File: src/rtl/irq_prio_ctrl.sv
module irq_prio_ctrl (
  input  logic        clk,
  input  logic        rst_n,
  input  logic        ena_wr,
  input  logic        req_wr,
  input  logic [15:0] wdata,
  input  logic [13:0] src_pulse,
  input  logic        ext_hi_n,
  input  logic        ext_lo_n,
  output logic [15:0] ena_q,
  output logic [15:0] req_q,
  output logic [2:0]  irq_level
);
  localparam int NB = 15;

  logic [NB-1:0] en_r, req_r, hw_set, sw_set, sw_clr;
  logic [2:0]    hi_s, lo_s;
  logic          hi_fall, lo_fall;
  logic [13:0]   active;

  always_ff @(posedge clk or negedge rst_n)
    if (!rst_n) begin
      hi_s <= 3'b111;
      lo_s <= 3'b111;
    end else begin
      hi_s <= {hi_s[1:0], ext_hi_n};
      lo_s <= {lo_s[1:0], ext_lo_n};
    end

  assign hi_fall = hi_s[2] & ~hi_s[1];
  assign lo_fall = lo_s[2] & ~lo_s[1];

  assign hw_set = {1'b0, src_pulse[13] | hi_fall, src_pulse[12:4],
                   src_pulse[3] | lo_fall, src_pulse[2:0]};
  assign sw_set = (req_wr &&  wdata[15]) ? wdata[NB-1:0] : '0;
  assign sw_clr = (req_wr && !wdata[15]) ? wdata[NB-1:0] : '0;

  always_ff @(posedge clk or negedge rst_n)
    if (!rst_n) begin
      en_r  <= '0;
      req_r <= '0;
    end else begin
      if (ena_wr)
        en_r <= wdata[15] ? (en_r | wdata[NB-1:0]) : (en_r & ~wdata[NB-1:0]);
      req_r <= ((req_r & ~sw_clr) | sw_set | hw_set) & 15'h3FFF;
    end

  assign active = req_r[13:0] & en_r[13:0] & {14{en_r[14]}};

  always_comb begin
    if (active[13])           irq_level = 3'd6;
    else if (|active[12:11])  irq_level = 3'd5;
    else if (|active[10:7])   irq_level = 3'd4;
    else if (|active[6:4])    irq_level = 3'd3;
    else if (active[3])       irq_level = 3'd2;
    else if (|active[2:0])    irq_level = 3'd1;
    else                      irq_level = 3'd0;
  end

  assign ena_q = {1'b0, en_r};
  assign req_q = {1'b0, req_r};
endmodule


File: config.mk
export PLATFORM = sky130hd
export DESIGN_NAME = irq_prio_ctrl
export DESIGN_NICKNAME = d
export VERILOG_FILES = /design/src/rtl/irq_prio_ctrl.sv
export SDC_FILE = /design/constraint.sdc
export NUM_CORES = 1
export LEC_CHECK = 0
export BUFFER_PORTS_ARGS = -buffer_cell sky130_fd_sc_hd__buf_4
export CORE_UTILIZATION = 25
export CTS_CLUSTER_SIZE = 16
export DETAILED_ROUTE_END_ITERATION = 7
export PLACE_DENSITY = 0.58
export SLEW_MARGIN = 0
export SYNTH_ARGS = -nofsm -noshare
export SYNTH_HDL_FRONTEND = slang
export SYNTH_SLANG_ARGS = --single-unit
File: constraint.sdc
create_clock -name clk -period 2.9 [get_ports clk]
set_input_delay 0.145 -clock clk [delete_from_list [all_inputs] [get_ports clk]]
set_output_delay 0.145 -clock clk [all_outputs]
set_load 0.01 [all_outputs]
==> reports/results.tsv, run 1 <==
stage	metric	value	unit
yosys	Mapped Avg Cell Area	12.3	um2
hold_path	Hold/Removal Path Class	input port to flip-flop	
cells_and_area	final core occ	37.1	%
run_status	outcome	finished, final reports clean	
yosys	warnings from Yosys	0	
sta	min cycle time layout	1.77	ns
cells_and_area	share of cells above drive strength 1	47.7	%
route	detailed-route via count	1272	
yosys	Seq/Total Area, Yosys	57.4	%
placement	Post-DP HPWL	2.70	mm
power	Power Total	1.17	mW
sta	f_max	564	MHz
setup_path	peak fanout along the critical path	3	
floorplan	Die Wd	80.5	um
floorplan	Core Box Area	5920	um2
setup_path	CP cell instances	a22oi_1 -> a31oi_1 -> a221oi_1 -> buf_4	
route	DRT antenna net count	0	
floorplan	IO Pins	71	
setup_path	R2R depth	2	
global_route	initial antenna violation count	0	
clock_tree	Root Buffer	clkbuf_8	
sta	RSZ-0062 raised after global routing	false	
job	max-cap viol count	0	
placement	pre-CTS setup slack	1.38	ns
placement	Cells after DPL	260	
sta	final hold vios	0	
setup_path	Req. time, crit path	2.76	ns
setup_path	CP Launch Type	flip-flop	
floorplan	die area	6480	um2
clock_tree	Worst-Skew Late Latency	0.27	ns
setup_path	Critical Path AT	1.63	ns
placement	I/O Buffers	67	
route	vias per inst	4.71	
sta	hold_ws	0.0548	ns
clock_tree	Post-CTS Resized	0	
clock_tree	clk sinks	35	
route	Routed WL per cell	14.4	um
cells_and_area	Finished Layout Cells	270	
yosys	Syn Inst Count	125	
cells_and_area	post-route cell area	2200	um2
hold_path	hold path depth	3	
sta	Final Max Tran Viols	0	
cells_and_area	Area Growth Syn to Fin	42.6	%
hold_path	hold_sp	src_pulse[3]	
setup_path	worst r2r dst	req_r[0]	
sta	clock skew	0.000192	ns
clock_tree	# H-tree levels	2	
floorplan	starting density of the core	26.0	%
global_route	first-pass GRT wire length	6.10	mm
route	final wirelength	3.88	mm
route	Pre-antenna DRT Iters	4	
power	P_leak	0.983	nW
cells_and_area	Final #Nets	231	
clock_tree	clock transition at the registers of the reported paths	0.07	ns
global_route	vias in the first global route	1211	
setup_path	slowest CP cell	dfrtp_1	
yosys	Netlist cell types	21	
route	DR iter-0 viols	46	
sta	setup tns final	0	ns
clock_tree	CTS tree	done	
yosys	#FFs+latches synth	35	
placement	Placed Area	2090	um2
sta	crit share post-route	61.2	%
route	DR DRC count	0	
setup_path	CP Class	flip-flop to output pin	
global_route	largest net degree at the start of global routing	36	
setup_path	crit path capture type	output pin	
global_route	total congestion overflow	0	
yosys	Post-Syn Area	1540	um2
sta	Final WS setup	1.13	ns
global_route	Overall Global Routing Usage	12.7	%
setup_path	max incr delay on CP	0.39	ns
clock_tree	post-CTS setup buffers	0	
cells_and_area	ant diodes	0	
power	Max VDD drop	316	uV
setup_path	reg2reg start	req_r[0]	
clock_tree	total CTS buffers	5	
sta	final setup fails	0	
floorplan	Cell Rows	28	
floorplan	Die H	80.5	um
setup_path	Reg2Reg Setup Slack	1.97	ns
power	power density over the cells	535	nW/um2
clock_tree	CTS Buffer Depth	2	
placement	placer congestion estimate	0.719	
hold_path	Hold Crit Endpoint	req_r[3]	
-- metal layers --
layer / global-route usage (%) / vias to the layer above / routed length (um)
met5: 0 / - / 0
met3: 4.77 / 2 / 215
li1: - / 597 / -
met4: 3.75 / 0 / 15
met1: 16.3 / 634 / 1740
met2: 19.8 / 39 / 1910
-- worst max path at each step --
stage	from	to	slack, ns
after detailed placement	flip-flop	irq_level[1]	1.38
after CTS	flip-flop	irq_level[0]	1.07
after floorplan	flip-flop	irq_level[1]	1.56
final	flip-flop	irq_level[1]	1.13
after global routing	flip-flop	irq_level[1]	0.96
after global placement	flip-flop	irq_level[1]	1.39
-- power by group --
group / total [mW] / leakage (nW) / switching [mW] / internal, mW
Combinational: 0.275 / 0.570 / 0.122 / 0.153
Sequential: 0.576 / 0.375 / 0.0367 / 0.539
Clock: 0.324 / 0.0383 / 0.159 / 0.165
-- logic make-up after synthesis --
kind of cell | share of synthesized area [%]
compound gates | 19.7
buf+inv | 4.22
flops | 57.4
mux | 12.3
other cells | 0.243
simple gates | 6.17
-- layout by cell type, fill, tap and decap left out --
master         Yosys  routed
a41o_1             1       1
conb_1             1       3
a31oi_1            2       2
a222oi_1           2       2
a22oi_1            3       3
and2_1             2       2
dfrtp_1           29      29
dfstp_2            6       6
o21ai_1            1       1
mux2_2            15      15
a21boi_0          12      12
dlygate4sd3_1      0       3
clkbuf_8           0       5
mux2i_1            2       2
a311o_1           12      12
clkbuf_1           1       2
inv_1              3       3
buf_4              4      67
nor3b_1            1       1
a21oi_1            3       3
nand2_1           20      20
a221oi_1           1       1
-- synthesized netlist by cell type, drive strengths merged --
| master | n | area share (%) |
|---|---|---|
| dfrtp | 29 | 47 |
| a21boi | 12 | 5.8 |
| clkbuf | 1 | 0.24 |
| a221oi | 1 | 0.57 |
| buf | 8 | 3.2 |
| o21ai | 1 | 0.32 |
| a21oi | 3 | 0.97 |
| inv | 3 | 0.73 |
| conb | 1 | 0.24 |
| mux2 | 15 | 11 |
| a222oi | 2 | 1.3 |
| dfstp | 6 | 10 |
| a311o | 12 | 7.8 |
| mux2i | 2 | 1.3 |
| a31oi | 2 | 0.81 |
| a22oi | 3 | 1.5 |
| and2 | 2 | 0.81 |
| nand2 | 20 | 4.9 |
| a41o | 1 | 0.65 |
| nor3b | 1 | 0.49 |
-- critical path, delay by kind of cell, from the launching register on --
family                 cells  cell delay (ns)
DFF                        1             0.39
buffers and inverters      1             0.18
AOI/OAI and AO/OA          3             0.78
-- layout make-up --
class / instances / area (um2)
repair buffers: 70 / 533
clock buffers: 7 / 76.3
fillers: 608 / 3720
multi-input cells: 80 / 599
flip-flops and latches: 35 / 883
well taps: 75 / 93.8
inverters: 3 / 11.3
-- timing repair --
item	4_1_cts	5_1_grt
endpoints found under the setup margin	0	0
hold endpoints to repair	31	0
hold buffers	3	0
Power figures use the tool's default switching activity.
==> run 2, diff against run 1 <==
--- a/config.mk
+++ b/config.mk
@@ -5,11 +5,12 @@
 export SDC_FILE = /design/constraint.sdc
 export NUM_CORES = 1
 export LEC_CHECK = 0
+export ABC_AREA = 1
 export BUFFER_PORTS_ARGS = -buffer_cell sky130_fd_sc_hd__buf_4
 export CORE_UTILIZATION = 25
 export CTS_CLUSTER_SIZE = 16
 export DETAILED_ROUTE_END_ITERATION = 7
-export PLACE_DENSITY = 0.58
+export PLACE_DENSITY = 0.6
 export SLEW_MARGIN = 0
 export SYNTH_ARGS = -nofsm -noshare
 export SYNTH_HDL_FRONTEND = slang
==> constraint.sdc (replaced) <==
create_clock -name clk -period 1.6 [get_ports clk]
set_input_delay 0.08 -clock clk [delete_from_list [all_inputs] [get_ports clk]]
set_output_delay 0.08 -clock clk [all_outputs]
set_load 0.01 [all_outputs]
==> run 2 against run 1 <==
  * Count of clock-buffer cells in the layout unchanged
  * Largest cell class unchanged
  * Critical endpoint unchanged
  * Sequential cell count unchanged
  * Clock skew about the same
  * Die area decreased by 0.47%
  * Sequential share of layout area decreased by 3.6 points
  * Non-clock buffer count increased by 22
==> reports/results.tsv, run 2 <==
stage	metric	value	unit
route	DR DRC count	0	
power	Clk pwr share	29.6	%
route	final wirelength	4.27	mm
clock_tree	clk sinks	35	
power	P_leak	1.08	nW
cells_and_area	Final #Nets	297	
global_route	first-pass GRT wire length	7.08	mm
yosys	Yosys top cell by area	dfrtp_1	
floorplan	IO Pins	71	
cells_and_area	post-route cell area	2420	um2
cells_and_area	fillcell total	602	
cells_and_area	ant diodes	0	
yosys	Seq/Total Area, Yosys	57.6	%
global_route	largest net degree at the start of global routing	36	
setup_path	peak fanout along the critical path	8	
floorplan	Die Wd	80.3	um
clock_tree	# H-tree levels	2	
yosys	EDFF count, synth	0	
yosys	top cells by count, synth	nand2_1, a21oi_1, dfrtp_1, nand3_1, a31oi_1	
sta	hold_ws	0.0101	ns
sta	clock skew	0.000594	ns
route	Pre-antenna DRT Iters	5	
power	Seq pwr share	47.0	%
sta	setup tns final	0	ns
power	Max VDD drop	475	uV
global_route	gr busiest metal	met2	
global_route	M2 GR Usage	25.0	%
clock_tree	Root Buffer	clkbuf_8	
yosys	ys async rst share	100	%
sta	min cycle time layout	1.44	ns
yosys	most area-consuming cells after synthesis	dfrtp_1, nand2_1, dfstp_2, a21oi_1, nand3_1	
route	detailed-route via count	1559	
floorplan	die area	6450	um2
setup_path	CP Class	flip-flop to output pin	
floorplan	Die H	80.3	um
cells_and_area	Area Growth Syn to Fin	57.8	%
cells_and_area	commonest non-fill, non-tap cell in the layout	buf_4	
power	Switch Pwr	612	uW
global_route	initial antenna violation count	0	
clock_tree	CTS tree	done	
sta	crit share post-route	90.1	%
power	power density over the cells	905	nW/um2
job	max-cap viol count	0	
yosys	ys flop type	dfrtp_1	
cells_and_area	share of cells above drive strength 1	33.6	%
sta	Final Max Tran Viols	0	
setup_path	crit path capture type	output pin	
yosys	#FFs+latches synth	35	
route	vias per inst	4.63	
global_route	total congestion overflow	0	
setup_path	Reg2Reg Setup Slack	0.73	ns
yosys	Syn Inst Count	171	
power	Power Total	2.19	mW
clock_tree	post-CTS setup buffers	0	
yosys	Mapped Avg Cell Area	8.96	um2
placement	placer congestion estimate	0.680	
clock_tree	total CTS buffers	5	
setup_path	CP Launch Type	flip-flop	
setup_path	Req. time, crit path	1.52	ns
yosys	Netlist cell types	16	
route	Routed WL per cell	12.7	um
global_route	met3 GRT Util	3.52	%
setup_path	Critical Path AT	1.36	ns
placement	Placed Area	2090	um2
global_route	vias in the first global route	1502	
power	Comb power frac	23.4	%
clock_tree	CTS Buffer Depth	2	
placement	I/O Buffers	67	
yosys	top-count cell post-synth	nand2_1	
hold_path	Hold/Removal Path Class	input port to flip-flop	
clock_tree	Worst-Skew Late Latency	0.27	ns
cells_and_area	most frequent cells in the layout	buf_4, nand2_1, a21oi_1, dfrtp_1, dlygate4sd3_1	
yosys	Synth top area share	47.3	%
sta	f_max	693	MHz
power	Net Sw Frac	27.9	%
run_status	outcome	finished, final reports clean	
yosys	warnings from Yosys	0	
floorplan	Cell Rows	28	
route	DRT antenna net count	0	
sta	RSZ-0062 raised after global routing	false	
yosys	Post-Syn Area	1530	um2
sta	final hold vios	0	
floorplan	starting density of the core	25.9	%
global_route	Overall Global Routing Usage	14.4	%
placement	Post-DP HPWL	3.04	mm
floorplan	Core Box Area	5920	um2
global_route	met1 GRT Util	17.8	%
route	DR iter-0 viols	62	
clock_tree	clock transition at the registers of the reported paths	0.07	ns
power	internal power	1.58	mW
sta	final setup fails	0	
==> run 2: cells by family (layout without fill, tap and decap cells) <==
| family | count (synthesis) | after routing | share of synthesized area [%] |
|---|---|---|---|
| simple gates | 69 | 69 | 18.6 |
| compound gates | 49 | 49 | 17.7 |
| flops | 35 | 35 | 57.6 |
| buf+inv | 17 | 106 | 5.80 |
| other cells | 1 | 3 | 0.245 |
==> run 2: through the flow <==
step | setup WS, ns | util (%) | instances
4_1_cts | 0.0833 | 40.7 | 337
5_1_grt | 0.0226 | 40.8 | 337
6_report | 0.158 | 40.8 | 337
3_5_place_dp | 0.411 | 35.2 | 306
3_3_place_gp | 0.424 | 35.2 | 306
2_1_floorplan | 0.535 | - | 173
==> run 2: area by class of cell <==
type	instances	area (um2)	share of cell area, %
repair buffers	92	748	30.9
flip-flops and latches	35	885	36.6
clock buffers	7	86.3	3.57
clock inverters	1	5.00	0.207
inverters	6	22.5	0.931
well taps	75	93.8	3.88
multi-input cells	121	578	23.9
==> run 2: what timing repair did <==
item / 4_1_cts / 5_1_grt
endpoints found under the setup margin: 0 / 3
hold buffers: 23 / 0
resized for setup: 0 / 3
hold endpoints to repair: 51 / 0
==> run 2: worst max-delay path: stages (launching register included) <==
cell,delay [ns]
dfrtp_2,0.47
inv_2,0.09
nor2_1,0.05
a31oi_2,0.18
nand3_1,0.09
nand2_1,0.08
buf_4,0.12
==> run 2: metal layers <==
metal  routed length (um)  part of all wire (%)
met5                    0                     0
met4                   40                  0.94
met2                 2090                    49
met3                  221                   5.2
met1                 1910                    45
==> run 2: power by group through the flow <==
stage                     combinational, mW  sequential [mW]  clock (mW)
after floorplan                       0.181             1.06           0
after CTS                             0.516             1.03       0.688
final                                 0.511             1.03       0.649
after detailed placement              0.470             1.04           0
after global routing                  0.572             1.04       0.733
after global placement                0.465             1.04           0
==> run 2: final timing paths <==
check,start,end,cells after the start
max,flip-flop,irq_level[1],6
min,src_pulse[13],req_r[13],3
max reg2reg,hi_s[1],req_r[13],3
min reg2reg,hi_s[0],hi_s[1],0
max in group asynchronous,rst_n,lo_s[0],2
min in group asynchronous,rst_n,req_r[11],2
==> run 3, diff against run 2 <==
--- a/config.mk
+++ b/config.mk
@@ -10,7 +10,7 @@
 export CORE_UTILIZATION = 25
 export CTS_CLUSTER_SIZE = 16
 export DETAILED_ROUTE_END_ITERATION = 7
-export PLACE_DENSITY = 0.6
+export PLACE_DENSITY = 0.54
 export SLEW_MARGIN = 0
 export SYNTH_ARGS = -nofsm -noshare
 export SYNTH_HDL_FRONTEND = slang
==> run 3 against run 2 <==
  * Sequential power is essentially flat
  * Total power increased by 1.4%
  * Largest power group unchanged
  * Clock power rose by 2%
  * Global-route usage fell by 0.24 points
  * Critical path type unchanged
  * Critical path depth unchanged
  * Non-clock buffer count grew 8
==> reports/results.tsv, run 3 (synthesis results as in run 2) <==
stage	metric	value	unit
power	Power Total	2.22	mW
setup_path	slowest CP cell	dfrtp_2	
power	power density over the cells	887	nW/um2
power	Net Sw Frac	30.1	%
setup_path	Reg2Reg Setup Slack	0.31	ns
setup_path	CP cell instances	inv_2 -> nor2_1 -> a31oi_2 -> nand3_1 -> nand2_1 -> buf_4	
power	Comb power frac	23.8	%
global_route	vias in the first global route	1458	
setup_path	Req. time, crit path	1.52	ns
placement	I/O Buffers	67	
power	Max VDD drop	525	uV
floorplan	die area	6450	um2
cells_and_area	post-route cell area	2500	um2
sta	f_max	684	MHz
setup_path	crit path capture type	output pin	
clock_tree	CTS tree	done	
cells_and_area	ant diodes	0	
setup_path	CP Launch Type	flip-flop	
sta	min cycle time layout	1.46	ns
global_route	first-pass GRT wire length	6.89	mm
power	Clk pwr share	29.9	%
placement	pre-CTS setup slack	0.409	ns
run_status	outcome	finished, final reports clean	
placement	Placed Area	2080	um2
hold_path	Hold/Removal Path Class	input port to flip-flop	
floorplan	Cell Rows	28	
global_route	Overall Global Routing Usage	14.2	%
sta	clock skew	0.00107	ns
cells_and_area	most frequent cells in the layout	buf_4, nand2_1, dlygate4sd3_1, a21oi_1, dfrtp_1	
global_route	largest net degree at the start of global routing	36	
power	Seq pwr share	46.3	%
route	DRT antenna net count	0	
sta	RSZ-0062 raised after global routing	false	
placement	Post-DP HPWL	2.85	mm
floorplan	starting density of the core	25.9	%
floorplan	Core Box Area	5920	um2
global_route	initial antenna violation count	0	
clock_tree	Root Buffer	clkbuf_8	
route	DR DRC count	0	
cells_and_area	Area Growth Syn to Fin	63.3	%
clock_tree	clk sinks	35	
sta	final setup fails	0	
setup_path	Critical Path AT	1.38	ns
setup_path	R2R depth	3	
floorplan	Die Wd	80.3	um
route	final wirelength	4.43	mm
power	internal power	1.55	mW
cells_and_area	share of cells above drive strength 1	32.6	%
route	Routed WL per cell	12.8	um
setup_path	top cell family by delay on the critical path	flip-flops	
setup_path	Worst path depth	6	
power	P_leak	1.11	nW
route	detailed-route via count	1564	
clock_tree	CTS Buffer Depth	2	
placement	placer congestion estimate	0.697	
sta	Final Max Tran Viols	0	
route	Pre-antenna DRT Iters	4	
floorplan	IO Pins	71	
power	Switch Pwr	668	uW
sta	final hold vios	0	
sta	Final WS setup	0.137	ns
setup_path	CP Class	flip-flop to output pin	
setup_path	max incr delay on CP	0.48	ns
setup_path	peak fanout along the critical path	8	
clock_tree	Worst-Skew Late Latency	0.29	ns
clock_tree	# H-tree levels	2	
route	vias per inst	4.53	
setup_path	Buf/Inv on CP	2	
hold_path	hold path depth	2	
route	DR iter-0 viols	53	
cells_and_area	Final #Nets	305	
global_route	total congestion overflow	0	
cells_and_area	commonest non-fill, non-tap cell in the layout	buf_4	
sta	setup tns final	0	ns
floorplan	Die H	80.3	um
sta	crit share post-route	91.4	%
clock_tree	total CTS buffers	5	
job	max-cap viol count	0	
clock_tree	clock transition at the registers of the reported paths	0.08	ns
==> run 3: metrics by stage <==
step                hold slack (ns)  util [%]  std cells
CTS                         0.00176      42.1        345
detailed placement           0.0642      35.1        305
global placement             0.0676      35.1        305
finish                       0.0126      42.3        345
global route                 0.0162      42.3        345
floorplan                    -0.216         -        173
==> run 3: layout make-up <==
cell class,instances,area (um2)
Fill cell,605,3420
Sequential cell,35,885
Timing Repair Buffer,100,831
Multi-Input combinational cell,121,578
Tap cell,75,93.8
Clock buffer,5,68.8
Clock inverter,3,25.0
Inverter,6,22.5
==> run 3: worst paths after layout <==
| path | from | end |
|---|---|---|
| worst max-delay path | flip-flop | irq_level[1] |
| worst min-delay path | wdata[1] | flip-flop |
| worst max register to register | req_r[12] | req_r[12] |
| worst min register to register | hi_s[0] | hi_s[1] |
| max in group asynchronous | rst_n | asynchronous set/reset pin |
| min in group asynchronous | rst_n | req_r[3] |
==> run 3: worst reg2reg max path: cells and delay by family (launching register included) <==
| kind | cells | cell delay, ns |
|---|---|---|
| AND/OR/NAND/NOR | 1 | 0.06 |
| AO/OA/AOI/OAI | 1 | 0.16 |
| flip-flops | 1 | 0.40 |
| buffers and inverters | 1 | 0.55 |
==> run 3: repair_timing <==
action | in CTS | in global routing
hold buffers | 32 | 0
hold endpoints to repair | 59 | 0
resized for setup | 0 | 3
buffers inserted | 0 | 0
setup endpoints to repair | 0 | 3
==> run 3: power groups by stage <==
stage	Combinational [mW]	Clock, mW	Sequential (mW)
2_1_floorplan	0.181	0	1.06
3_3_place_gp	0.466	0	1.04
3_5_place_dp	0.467	0	1.04
4_1_cts	0.529	0.696	1.03
5_1_grt	0.587	0.721	1.04
6_report	0.528	0.663	1.03
==> run 3: routing by layer <==
| metal | part of all wire, % | global-route usage (%) | vias up |
|---|---|---|---|
| li1 | - | - | 781 |
| met1 | 46 | 18.3 | 728 |
| met2 | 48 | 23.3 | 50 |
| met3 | 5.0 | 3.52 | 5 |
| met4 | 0.74 | 4.29 | 0 |
| met5 | 0 | 0 | - |
